## src/rtl/cxs_pkg.sv

```systemverilog
package cxs_pkg;
   localparam int ST_W = 11;

   // ring status word: err(10) full(9) empty(8) rd slot(5:4) wr slot(1:0)
   function automatic logic [ST_W-1:0] pack_status(input logic [1:0] wr_slot,
                                                   input logic [1:0] rd_slot,
                                                   input logic       empty,
                                                   input logic       full,
                                                   input logic       err);
      return {err, full, empty, 2'b00, rd_slot, 2'b00, wr_slot};
   endfunction

   function automatic int unsigned word_bytes(input logic [1:0] code);
      case (code)
         2'd0:    return 1;
         2'd1:    return 2;
         default: return 4;
      endcase
   endfunction

   function automatic int unsigned frame_words(input logic [1:0] code);
      case (code)
         2'd0:    return 1;
         2'd1:    return 2;
         default: return 4;
      endcase
   endfunction
endpackage

```

## src/rtl/cxs_ring.sv

```systemverilog
module cxs_ring
   import cxs_pkg::*;
#(
   parameter int DW    = 17,
   parameter int PTR_W = 2
) (
   input  logic            clk,
   input  logic            rst_n,
   input  logic            push,
   input  logic [DW-1:0]   wdata,
   input  logic            pop,
   output logic [DW-1:0]   head,
   output logic            empty,
   output logic            full,
   output logic            pop_ok,
   output logic [ST_W-1:0] status
);
   localparam int DEPTH = 1 << PTR_W;

   if (PTR_W < 1 || PTR_W > 2) begin : g_bad_ptr
      $error("cxs_ring: slot fields hold at most two bits");
   end
   if (DW < 1) begin : g_bad_dw
      $error("cxs_ring: data width must be positive");
   end

   logic [DW-1:0]  mem_q [DEPTH];
   logic [PTR_W-1:0] wp_q, rp_q;
   logic [PTR_W:0]   cnt_q;
   logic             err_q;
   logic             push_ok;

   assign empty   = (cnt_q == '0);
   assign full    = (cnt_q == (PTR_W+1)'(DEPTH));
   assign pop_ok  = pop && !empty;
   assign push_ok = push && (!full || pop_ok);
   assign head    = mem_q[rp_q];
   assign status  = pack_status(2'(wp_q), 2'(rp_q), empty, full, err_q);

   always_ff @(posedge clk) begin
      if (!rst_n) begin
         wp_q  <= '0;
         rp_q  <= '0;
         cnt_q <= '0;
         err_q <= 1'b0;
      end else begin
         if (push_ok) begin
            mem_q[wp_q] <= wdata;
            wp_q        <= wp_q + 1'b1;
         end
         if (pop_ok) rp_q <= rp_q + 1'b1;
         if (push_ok && !pop_ok)      cnt_q <= cnt_q + 1'b1;
         else if (pop_ok && !push_ok) cnt_q <= cnt_q - 1'b1;
         if (push && !push_ok) err_q <= 1'b1;
      end
   end

   // a refused push leaves the occupancy unchanged
   assert_full_hold_R10: assert property (@(posedge clk) disable iff (!rst_n)
      push && full && !pop |=> $stable(cnt_q));
   // error flag is sticky until reset
   assert_err_sticky_R8: assert property (@(posedge clk) disable iff (!rst_n)
      status[10] |=> status[10]);
endmodule

```

## src/rtl/cxs_fifo_model.sv

```systemverilog
module cxs_fifo_model
   import cxs_pkg::*;
#(
   parameter int LIM_W = 16
) (
   input  logic             clk,
   input  logic             rst_n,
   input  logic             cfg_bw_we,
   input  logic [5:0]       cfg_bw,
   input  logic [LIM_W-1:0] grant,
   input  logic             per_take,
   output logic             per_avail,
   output logic [1:0]       per_pos,
   output logic [LIM_W-1:0] level
);
   if (LIM_W < 4) begin : g_bad_lim
      $error("cxs_fifo_model: level width too small for a word");
   end

   logic [5:0]       bw_q;
   logic [LIM_W-1:0] lvl_q;
   logic [1:0]       pos_q;
   logic [LIM_W-1:0] wbytes;
   logic [1:0]       last_pos;
   logic             take_ok;

   assign wbytes    = LIM_W'(word_bytes(bw_q[1:0]));
   assign last_pos  = 2'(frame_words(bw_q[5:4]) - 1);
   assign per_avail = (lvl_q >= wbytes);
   assign take_ok   = per_take && per_avail;
   assign per_pos   = pos_q;
   assign level     = lvl_q;

   always_ff @(posedge clk) begin
      if (!rst_n) begin
         bw_q  <= '0;
         lvl_q <= '0;
         pos_q <= '0;
      end else begin
         lvl_q <= lvl_q + grant - (take_ok ? wbytes : '0);
         if (cfg_bw_we) begin
            bw_q  <= cfg_bw;
            pos_q <= '0;
         end else if (take_ok) begin
            pos_q <= (pos_q == last_pos) ? 2'd0 : pos_q + 2'd1;
         end
      end
   end

   // a refused take with no incoming data leaves the level alone
   assert_take_needs_word_R11: assert property (@(posedge clk) disable iff (!rst_n)
      per_take && !per_avail && grant == '0 && !cfg_bw_we |=> $stable(lvl_q));
endmodule

```

## src/rtl/cyclic_xfer_seq.sv

```systemverilog
module cyclic_xfer_seq
   import cxs_pkg::*;
#(
   parameter int LEN_W   = 16,
   parameter int LIM_W   = 16,
   parameter int TOT_W   = 64,
   parameter int PTR_W   = 2,
   parameter int LIM_RST = 64,
   parameter int THR_RST = 32
) (
   input  logic             clk,
   input  logic             rst_n,
   input  logic             run,
   input  logic             desc_push,
   input  logic [LEN_W-1:0] desc_len,
   input  logic             desc_notify,
   output logic [10:0]      sub_status,
   input  logic             cfg_bw_we,
   input  logic             cfg_fifo_we,
   input  logic [31:0]      cfg_wdata,
   output logic             mem_req,
   output logic [LIM_W-1:0] mem_bytes,
   input  logic             mem_ack,
   output logic             per_avail,
   input  logic             per_take,
   output logic [1:0]       per_pos,
   output logic [LIM_W-1:0] fifo_level,
   output logic [LEN_W-1:0] residue,
   input  logic             rpt_rd,
   output logic [31:0]      rpt_rdata,
   output logic [10:0]      rpt_status,
   output logic             desc_done
);
   localparam int W_MX = (LEN_W > LIM_W) ? LEN_W : LIM_W;
   localparam int S_DW = LEN_W + 1;
   localparam int R_DW = TOT_W + 1;

   if (LIM_W > 16 || LIM_W < 4) begin : g_bad_lim
      $error("cyclic_xfer_seq: limit field is at most 16 bits");
   end
   if (TOT_W < 32 || TOT_W > 64) begin : g_bad_tot
      $error("cyclic_xfer_seq: running total must be 32 to 64 bits");
   end

   // configuration
   logic [LIM_W-1:0] lim_q, thr_q;
   always_ff @(posedge clk) begin
      if (!rst_n) begin
         lim_q <= LIM_W'(LIM_RST);
         thr_q <= LIM_W'(THR_RST);
      end else if (cfg_fifo_we) begin
         lim_q <= cfg_wdata[16 +: LIM_W];
         thr_q <= cfg_wdata[0 +: LIM_W];
      end
   end

   // submission ring
   logic [S_DW-1:0] sub_head;
   logic            sub_empty, sub_full, sub_pop, sub_pop_ok;
   cxs_ring #(.DW(S_DW), .PTR_W(PTR_W)) u_sub_ring (
      .clk(clk), .rst_n(rst_n),
      .push(desc_push && desc_len != '0), .wdata({desc_notify, desc_len}),
      .pop(sub_pop), .head(sub_head), .empty(sub_empty), .full(sub_full),
      .pop_ok(sub_pop_ok), .status(sub_status));

   // active descriptor and request sizing
   logic             act_q, ntf_q, done_q;
   logic [LEN_W-1:0] res_q;
   logic [TOT_W-1:0] tot_q, tot_nxt;
   logic [LIM_W-1:0] space, grant, level;
   logic [W_MX-1:0]  res_x, spc_x;
   logic             want, acked, finish;

   assign space   = (level >= lim_q) ? '0 : lim_q - level;
   assign res_x   = W_MX'(res_q);
   assign spc_x   = W_MX'(space);
   assign want    = run && act_q && (level <= thr_q) && (space != '0);
   assign mem_req = want;
   assign mem_bytes = want ? LIM_W'((res_x < spc_x) ? res_x : spc_x) : '0;
   assign acked   = want && mem_ack;
   assign grant   = acked ? mem_bytes : '0;
   assign finish  = acked && (res_x == W_MX'(mem_bytes));
   assign sub_pop = (!act_q && run) || finish;
   assign tot_nxt = tot_q + TOT_W'(grant);

   always_ff @(posedge clk) begin
      if (!rst_n) begin
         act_q  <= 1'b0;
         ntf_q  <= 1'b0;
         res_q  <= '0;
         tot_q  <= '0;
         done_q <= 1'b0;
      end else begin
         tot_q  <= tot_nxt;
         done_q <= finish && ntf_q;
         if (sub_pop_ok) begin
            act_q <= 1'b1;
            res_q <= sub_head[LEN_W-1:0];
            ntf_q <= sub_head[LEN_W];
         end else if (finish) begin
            act_q <= 1'b0;
            res_q <= '0;
         end else if (acked) begin
            res_q <= res_q - LEN_W'(mem_bytes);
         end
      end
   end

   assign residue   = res_q;
   assign desc_done = done_q;

   // channel FIFO occupancy and word framing
   cxs_fifo_model #(.LIM_W(LIM_W)) u_fifo (
      .clk(clk), .rst_n(rst_n), .cfg_bw_we(cfg_bw_we), .cfg_bw(cfg_wdata[5:0]),
      .grant(grant), .per_take(per_take), .per_avail(per_avail),
      .per_pos(per_pos), .level(level));
   assign fifo_level = level;

   // report ring and serial read port
   logic [R_DW-1:0] rpt_head;
   logic            rpt_empty, rpt_full, rpt_pop_ok;
   logic [1:0]      widx_q;
   logic            rd_ok;
   logic [31:0]     hi_word;

   assign rd_ok = rpt_rd && !rpt_empty;

   cxs_ring #(.DW(R_DW), .PTR_W(PTR_W)) u_rpt_ring (
      .clk(clk), .rst_n(rst_n),
      .push(finish), .wdata({ntf_q, tot_nxt}),
      .pop(rd_ok && widx_q == 2'd3), .head(rpt_head), .empty(rpt_empty),
      .full(rpt_full), .pop_ok(rpt_pop_ok), .status(rpt_status));

   if (TOT_W > 32) begin : g_hi_total
      assign hi_word = 32'(rpt_head[TOT_W-1:32]);
   end else begin : g_no_hi
      assign hi_word = '0;
   end

   always_ff @(posedge clk) begin
      if (!rst_n)     widx_q <= '0;
      else if (rd_ok) widx_q <= widx_q + 2'd1;
   end

   always_comb begin
      rpt_rdata = '0;
      if (!rpt_empty) begin
         case (widx_q)
            2'd0:    rpt_rdata = rpt_head[31:0];
            2'd1:    rpt_rdata = hi_word;
            2'd2:    rpt_rdata = '0;
            default: rpt_rdata = {31'b0, rpt_head[TOT_W]};
         endcase
      end
   end

   // requests respect threshold and limit
   assert_req_bounds_R3: assert property (@(posedge clk) disable iff (!rst_n)
      mem_req |-> (fifo_level <= thr_q) &&
                  ((LIM_W+1)'(fifo_level) + (LIM_W+1)'(mem_bytes) <= (LIM_W+1)'(lim_q)));
   // halted channel never requests
   assert_halt_quiet_R4: assert property (@(posedge clk) disable iff (!rst_n)
      !run |-> !mem_req);
   // residue steps down by the granted count
   assert_residue_step_R1: assert property (@(posedge clk) disable iff (!rst_n)
      mem_req && mem_ack && (W_MX'(residue) != W_MX'(mem_bytes))
      |=> residue == $past(residue) - $past(LEN_W'(mem_bytes)));
   // a done pulse follows an acknowledged burst
   assert_done_cause_R9: assert property (@(posedge clk) disable iff (!rst_n)
      desc_done |-> $past(mem_req && mem_ack));
endmodule

```

## config.mk

```make
export PLATFORM = sky130hd
export DESIGN_NAME = cyclic_xfer_seq
export DESIGN_NICKNAME = d
export VERILOG_FILES = /design/src/rtl/cxs_pkg.sv /design/src/rtl/cxs_ring.sv /design/src/rtl/cxs_fifo_model.sv /design/src/rtl/cyclic_xfer_seq.sv
export SDC_FILE = /design/constraint.sdc
export NUM_CORES = 1
export LEC_CHECK = 0
export ABC_AREA = 1
export CAP_MARGIN = 20
export CELL_PAD_IN_SITES_DETAIL_PLACEMENT = 1
export CELL_PAD_IN_SITES_GLOBAL_PLACEMENT = 2
export CORE_AREA = 10 10 286 288
export CTS_CLUSTER_SIZE = 14
export DETAILED_ROUTE_END_ITERATION = 8
export DIE_AREA = 0 0 296 298
export PLACE_DENSITY = 0.8
export SYNTH_ARGS = -nofsm -noshare
export SYNTH_HDL_FRONTEND = slang
export SYNTH_HIERARCHICAL = 1
export SYNTH_SLANG_ARGS = --single-unit
```

## constraint.sdc

```tcl
create_clock -name clk -period 8.3 [get_ports clk]
set_input_delay 0.83 -clock clk [delete_from_list [all_inputs] [get_ports clk]]
set_output_delay 0.83 -clock clk [all_outputs]
set_load 0.005 [all_outputs]
```

==> out/results.ini <==
[setup_path]
critPathMaxFanout = 28
worst_path_most_repeated_cell = sky130_fd_sc_hd__nand2_1
critical-path-slowest-cell = sky130_fd_sc_hd__or3b_2
critical_path.max_stage_delay_ns = 0.44
critical_path_startpoint_category = register
endpoint_type_of_the_worst_setup_path = register
cp_data_required_time_ns = 8.83
cp_data_arrival_time_ns = 7.87
path_class = register to register

[drt]
postRouteAntennaNets = 0
via_count = 20000
vias_per_cell = 5.05
final_wl_um = 82100
detailedRoute.firstPassIterationCount = 5
initialDrtViolationCount = 1128
routed_wire_length_per_instance_um = 20.8
drt_drc_violations_left = 0

[floorplan]
boundaryPins = 165
die_area_mm2 = 0.0882
die_width_um = 296
initial_utilization_pct = 33.8
row_count = 101
coreArea_mm2 = 0.0757
height_of_the_die_um = 298

[placement]
port_buffers = 156
post-dp-hpwl_um = 60600
finalWeightedCongestion = 0.899

[clock_tree]
clock_insertion_delay_worst_skew_ns = 0.62
tritoncts = done
post-cts-setup-buffer-count = 0
ctsRootBufferMaster = sky130_fd_sc_hd__clkbuf_16
cts.reportedPaths.clkPinSlew_ns = 0.06
cts-root-to-sink-buffers = 3
numClockSinks = 487
cts_max_level = 2
tritoncts.num_buffers = 54

[status]
status = completed

[synth]
synth_enable_flop_cells = 328
dominantRegCellSynth = sky130_fd_sc_hd__edfxtp_1
ys_seq_area_share_pct = 51.0
synthesis.area_mm2 = 0.0256
netlist_instances = 2793
synth-warning-count = 6
asyncSetResetFlopFracSynth_pct = 0
synth.lib_cells_used.distinct = 65
post_synth.cell_area_avg_um2 = 9.15
ys_ff_latch = 487

[sta]
timing.final.hold_violations = 0
finalCritPeriodShare_pct = 88.5
worst_pin_slew_ns = 1.02
timing.final.setup_violations = 0
fin_setup_tns_ns = 0
period_minus_slack_ns = 7.35
timing.max_slew.rel_slack_pct = 32.2
maxClockFrequency_ghz = 0.136
slew_violations = 0
timing.hold.ws_ns = 0.457
grt_setup_unrepaired = no
fin_skew_ns = 0.0483

[hold_path]
hp-class = register to register

[global_route]
grt_pass1_vias = 21500
grt_pass1_wl_um = 125000
grt_use_total_pct = 18.2
antenna_found_initial = 2
grt_remaining_overflow = 0
pin_count_of_the_biggest_net_entering_global_routing = 82

[pwr]
p_per_area_mw_per_mm2 = 284
vdd_drop_max_uv = 193
leakagePower_uw = 0.0115

[layout]
final-seq-area_mm2 = 0.0130
drive_above_1_share_pct = 10.2
nets = 3118
fillers = 8646
multi_input_comb_area_mm2 = 0.0104
antenna_cells_inserted = 0
syn2layout_area_growth_pct = 16.9

[run]
timing.max_cap.violations = 0

-- where the power goes --
part | total, µW | switching [µW] | internal, µW
combinational | 3160 | 2050 | 1110
clock | 2450 | 1020 | 1430
sequential | 2870 | 163 | 2700
-- cell type report --
type                    instances  area share [%]
clock inverters                29            1.03
repair buffers                180            6.22
clock buffers                  71            5.11
flip-flops and latches        487            43.6
well taps                     978            4.10
inverters                     407            5.17
multi-input cells            1799            34.7
-- per-layer routing --
| layer | share of wire [%] | wire length (µm) | global-route usage [%] |
|---|---|---|---|
| met1 | 44 | 36500 | 23.1 |
| met2 | 49 | 40100 | 31.5 |
| met3 | 4.3 | 3500 | 2.90 |
| met4 | 2.3 | 1880 | 5.01 |
| met5 | 0.027 | 22 | 0 |
-- layout by cell type, fill, tap and decap left out, types with 5 or more instances in the layout --
cell / synthesis / final
sky130_fd_sc_hd__nand2_1: 396 / 395
sky130_fd_sc_hd__edfxtp_1: 328 / 328
sky130_fd_sc_hd__nor2_4: 23 / 27
sky130_fd_sc_hd__clkinv_2: 0 / 7
sky130_fd_sc_hd__a22o_1: 13 / 13
sky130_fd_sc_hd__clkbuf_16: 0 / 56
sky130_fd_sc_hd__dfxtp_1: 159 / 157
sky130_fd_sc_hd__buf_4: 18 / 15
sky130_fd_sc_hd__o21ai_0: 178 / 178
sky130_fd_sc_hd__nor2_2: 15 / 15
sky130_fd_sc_hd__inv_2: 19 / 19
sky130_fd_sc_hd__xnor2_1: 16 / 16
sky130_fd_sc_hd__o22ai_1: 52 / 52
sky130_fd_sc_hd__nor4_1: 25 / 25
sky130_fd_sc_hd__nand2_2: 17 / 18
sky130_fd_sc_hd__nor2_1: 381 / 377
sky130_fd_sc_hd__nand2_4: 5 / 5
sky130_fd_sc_hd__fa_1: 8 / 8
sky130_fd_sc_hd__o21ai_1: 47 / 47
sky130_fd_sc_hd__nand3_1: 71 / 71
sky130_fd_sc_hd__ha_1: 123 / 121
sky130_fd_sc_hd__o22ai_2: 30 / 30
sky130_fd_sc_hd__o21bai_1: 5 / 5
sky130_fd_sc_hd__conb_1: 2 / 8
sky130_fd_sc_hd__buf_12: 3 / 8
sky130_fd_sc_hd__nand4_1: 32 / 32
sky130_fd_sc_hd__inv_1: 382 / 382
sky130_fd_sc_hd__nand3_2: 8 / 8
sky130_fd_sc_hd__nand3b_1: 5 / 5
sky130_fd_sc_hd__clkbuf_1: 50 / 8
sky130_fd_sc_hd__clkbuf_8: 1 / 7
sky130_fd_sc_hd__nor3_1: 38 / 38
sky130_fd_sc_hd__clkinvlp_4: 0 / 8
sky130_fd_sc_hd__a21oi_2: 14 / 14
sky130_fd_sc_hd__a21oi_1: 168 / 168
sky130_fd_sc_hd__xor2_1: 50 / 50
sky130_fd_sc_hd__clkdlybuf4s50_1: 0 / 155
sky130_fd_sc_hd__o21ai_2: 28 / 28
sky130_fd_sc_hd__inv_6: 2 / 5
-- worst paths after layout --
kind	slack, ns	from	cells past startpoint	to
min	0.46	u_rpt_ring/err_q	2	u_rpt_ring/err_q
min reg2reg	0.46	u_rpt_ring/err_q	2	u_rpt_ring/err_q
max	0.95	u_fifo/level[0]	39	residue[13]
max reg2reg	0.95	u_fifo/level[0]	39	residue[13]
-- per-stage QoR --
step | instance area, µm² | total power, µW | utilization [%] | instances | setup WS (ns)
6_report | 29900 | 8480 | 39.5 | 3951 | 0.954
3_3_place_gp | 28000 | 6020 | 37.0 | 3850 | 0.946
5_1_grt | 29900 | 9030 | 39.5 | 3951 | 0.0832
4_1_cts | 29800 | 8560 | 39.4 | 3950 | 0.856
3_5_place_dp | 28000 | 6080 | 37.0 | 3850 | 0.883
2_1_floorplan | 25600 | 4970 | - | 2799 | 0.135
-- what timing repair did --
item,in CTS,in global routing
hold buffers,0,0
gates resized for setup,0,1
setup endpoints to repair,0,1
-- critical path, delay by kind of cell (launching register included) --
family / cells / cell delay (ns)
DFF: 1 / 0.37
adders and majority gates: 4 / 1.27
buffers and inverters: 6 / 1.05
and+or+nand+nor: 20 / 2.98
AOI/OAI and AO/OA: 9 / 1.59
-- cells in the mapped netlist (4+ instances only) --
cell type	n	area share, %
sky130_fd_sc_hd__a21oi_2	14	0.48
sky130_fd_sc_hd__a211oi_1	4	0.12
sky130_fd_sc_hd__a22o_1	13	0.45
sky130_fd_sc_hd__nand2_2	17	0.42
sky130_fd_sc_hd__o21ai_2	28	0.96
sky130_fd_sc_hd__o21ai_0	178	3.5
sky130_fd_sc_hd__nor2_4	23	1.0
sky130_fd_sc_hd__clkbuf_1	50	0.73
sky130_fd_sc_hd__a21oi_1	168	3.3
sky130_fd_sc_hd__nor4_1	25	0.61
sky130_fd_sc_hd__o22ai_2	30	1.5
sky130_fd_sc_hd__nor2_2	15	0.37
sky130_fd_sc_hd__nor2_1	381	5.6
sky130_fd_sc_hd__inv_1	382	5.6
sky130_fd_sc_hd__edfxtp_1	328	39
sky130_fd_sc_hd__ha_1	123	6.0
sky130_fd_sc_hd__dfxtp_1	159	12
sky130_fd_sc_hd__buf_2	16	0.31
sky130_fd_sc_hd__nand2_1	396	5.8
sky130_fd_sc_hd__nand3_2	8	0.31
sky130_fd_sc_hd__nand3_1	71	1.4
sky130_fd_sc_hd__o22ai_1	52	1.3
sky130_fd_sc_hd__inv_2	19	0.28
sky130_fd_sc_hd__o21ai_1	47	0.92
sky130_fd_sc_hd__nor3_1	38	0.74
sky130_fd_sc_hd__o21bai_1	5	0.15
sky130_fd_sc_hd__xor2_1	50	1.7
sky130_fd_sc_hd__xnor2_1	16	0.55
sky130_fd_sc_hd__nand4_1	32	0.78
sky130_fd_sc_hd__a31oi_1	4	0.098
sky130_fd_sc_hd__or2_2	4	0.098
sky130_fd_sc_hd__nand3b_1	5	0.15
sky130_fd_sc_hd__buf_4	18	0.53
sky130_fd_sc_hd__nand2_4	5	0.22
sky130_fd_sc_hd__fa_1	8	0.63
sky130_fd_sc_hd__buf_6	17	0.75
-- registers in the layout, indices dropped and copies added, names as in the netlist, 3 cells and up, named ones only --
register / cells
lim_q: 16
residue: 16
u_fifo/level: 16
u_rpt_ring/mem_q: 260
tot_q: 64
u_sub_ring/cnt_q: 3
u_rpt_ring/cnt_q: 3
u_sub_ring/mem_q: 68
thr_q: 16
u_fifo/bw_q: 4
-- kinds of logic (layout without fill, tap and decap cells) --
kind of cell | after synthesis | in the layout | synth area share (%)
AO/OA/AOI/OAI | 562 | 562 | 13.4
XOR/XNOR | 68 | 68 | 2.39
adder cells (fa/ha/maj) | 131 | 131 | 6.65
buffers and inverters | 513 | 687 | 8.67
flip-flops | 487 | 487 | 51.0
other | 2 | 8 | 0.0294
AND/OR/NAND/NOR | 1030 | 1030 | 17.9
No activity file was read; power rests on OpenSTA's default activity.
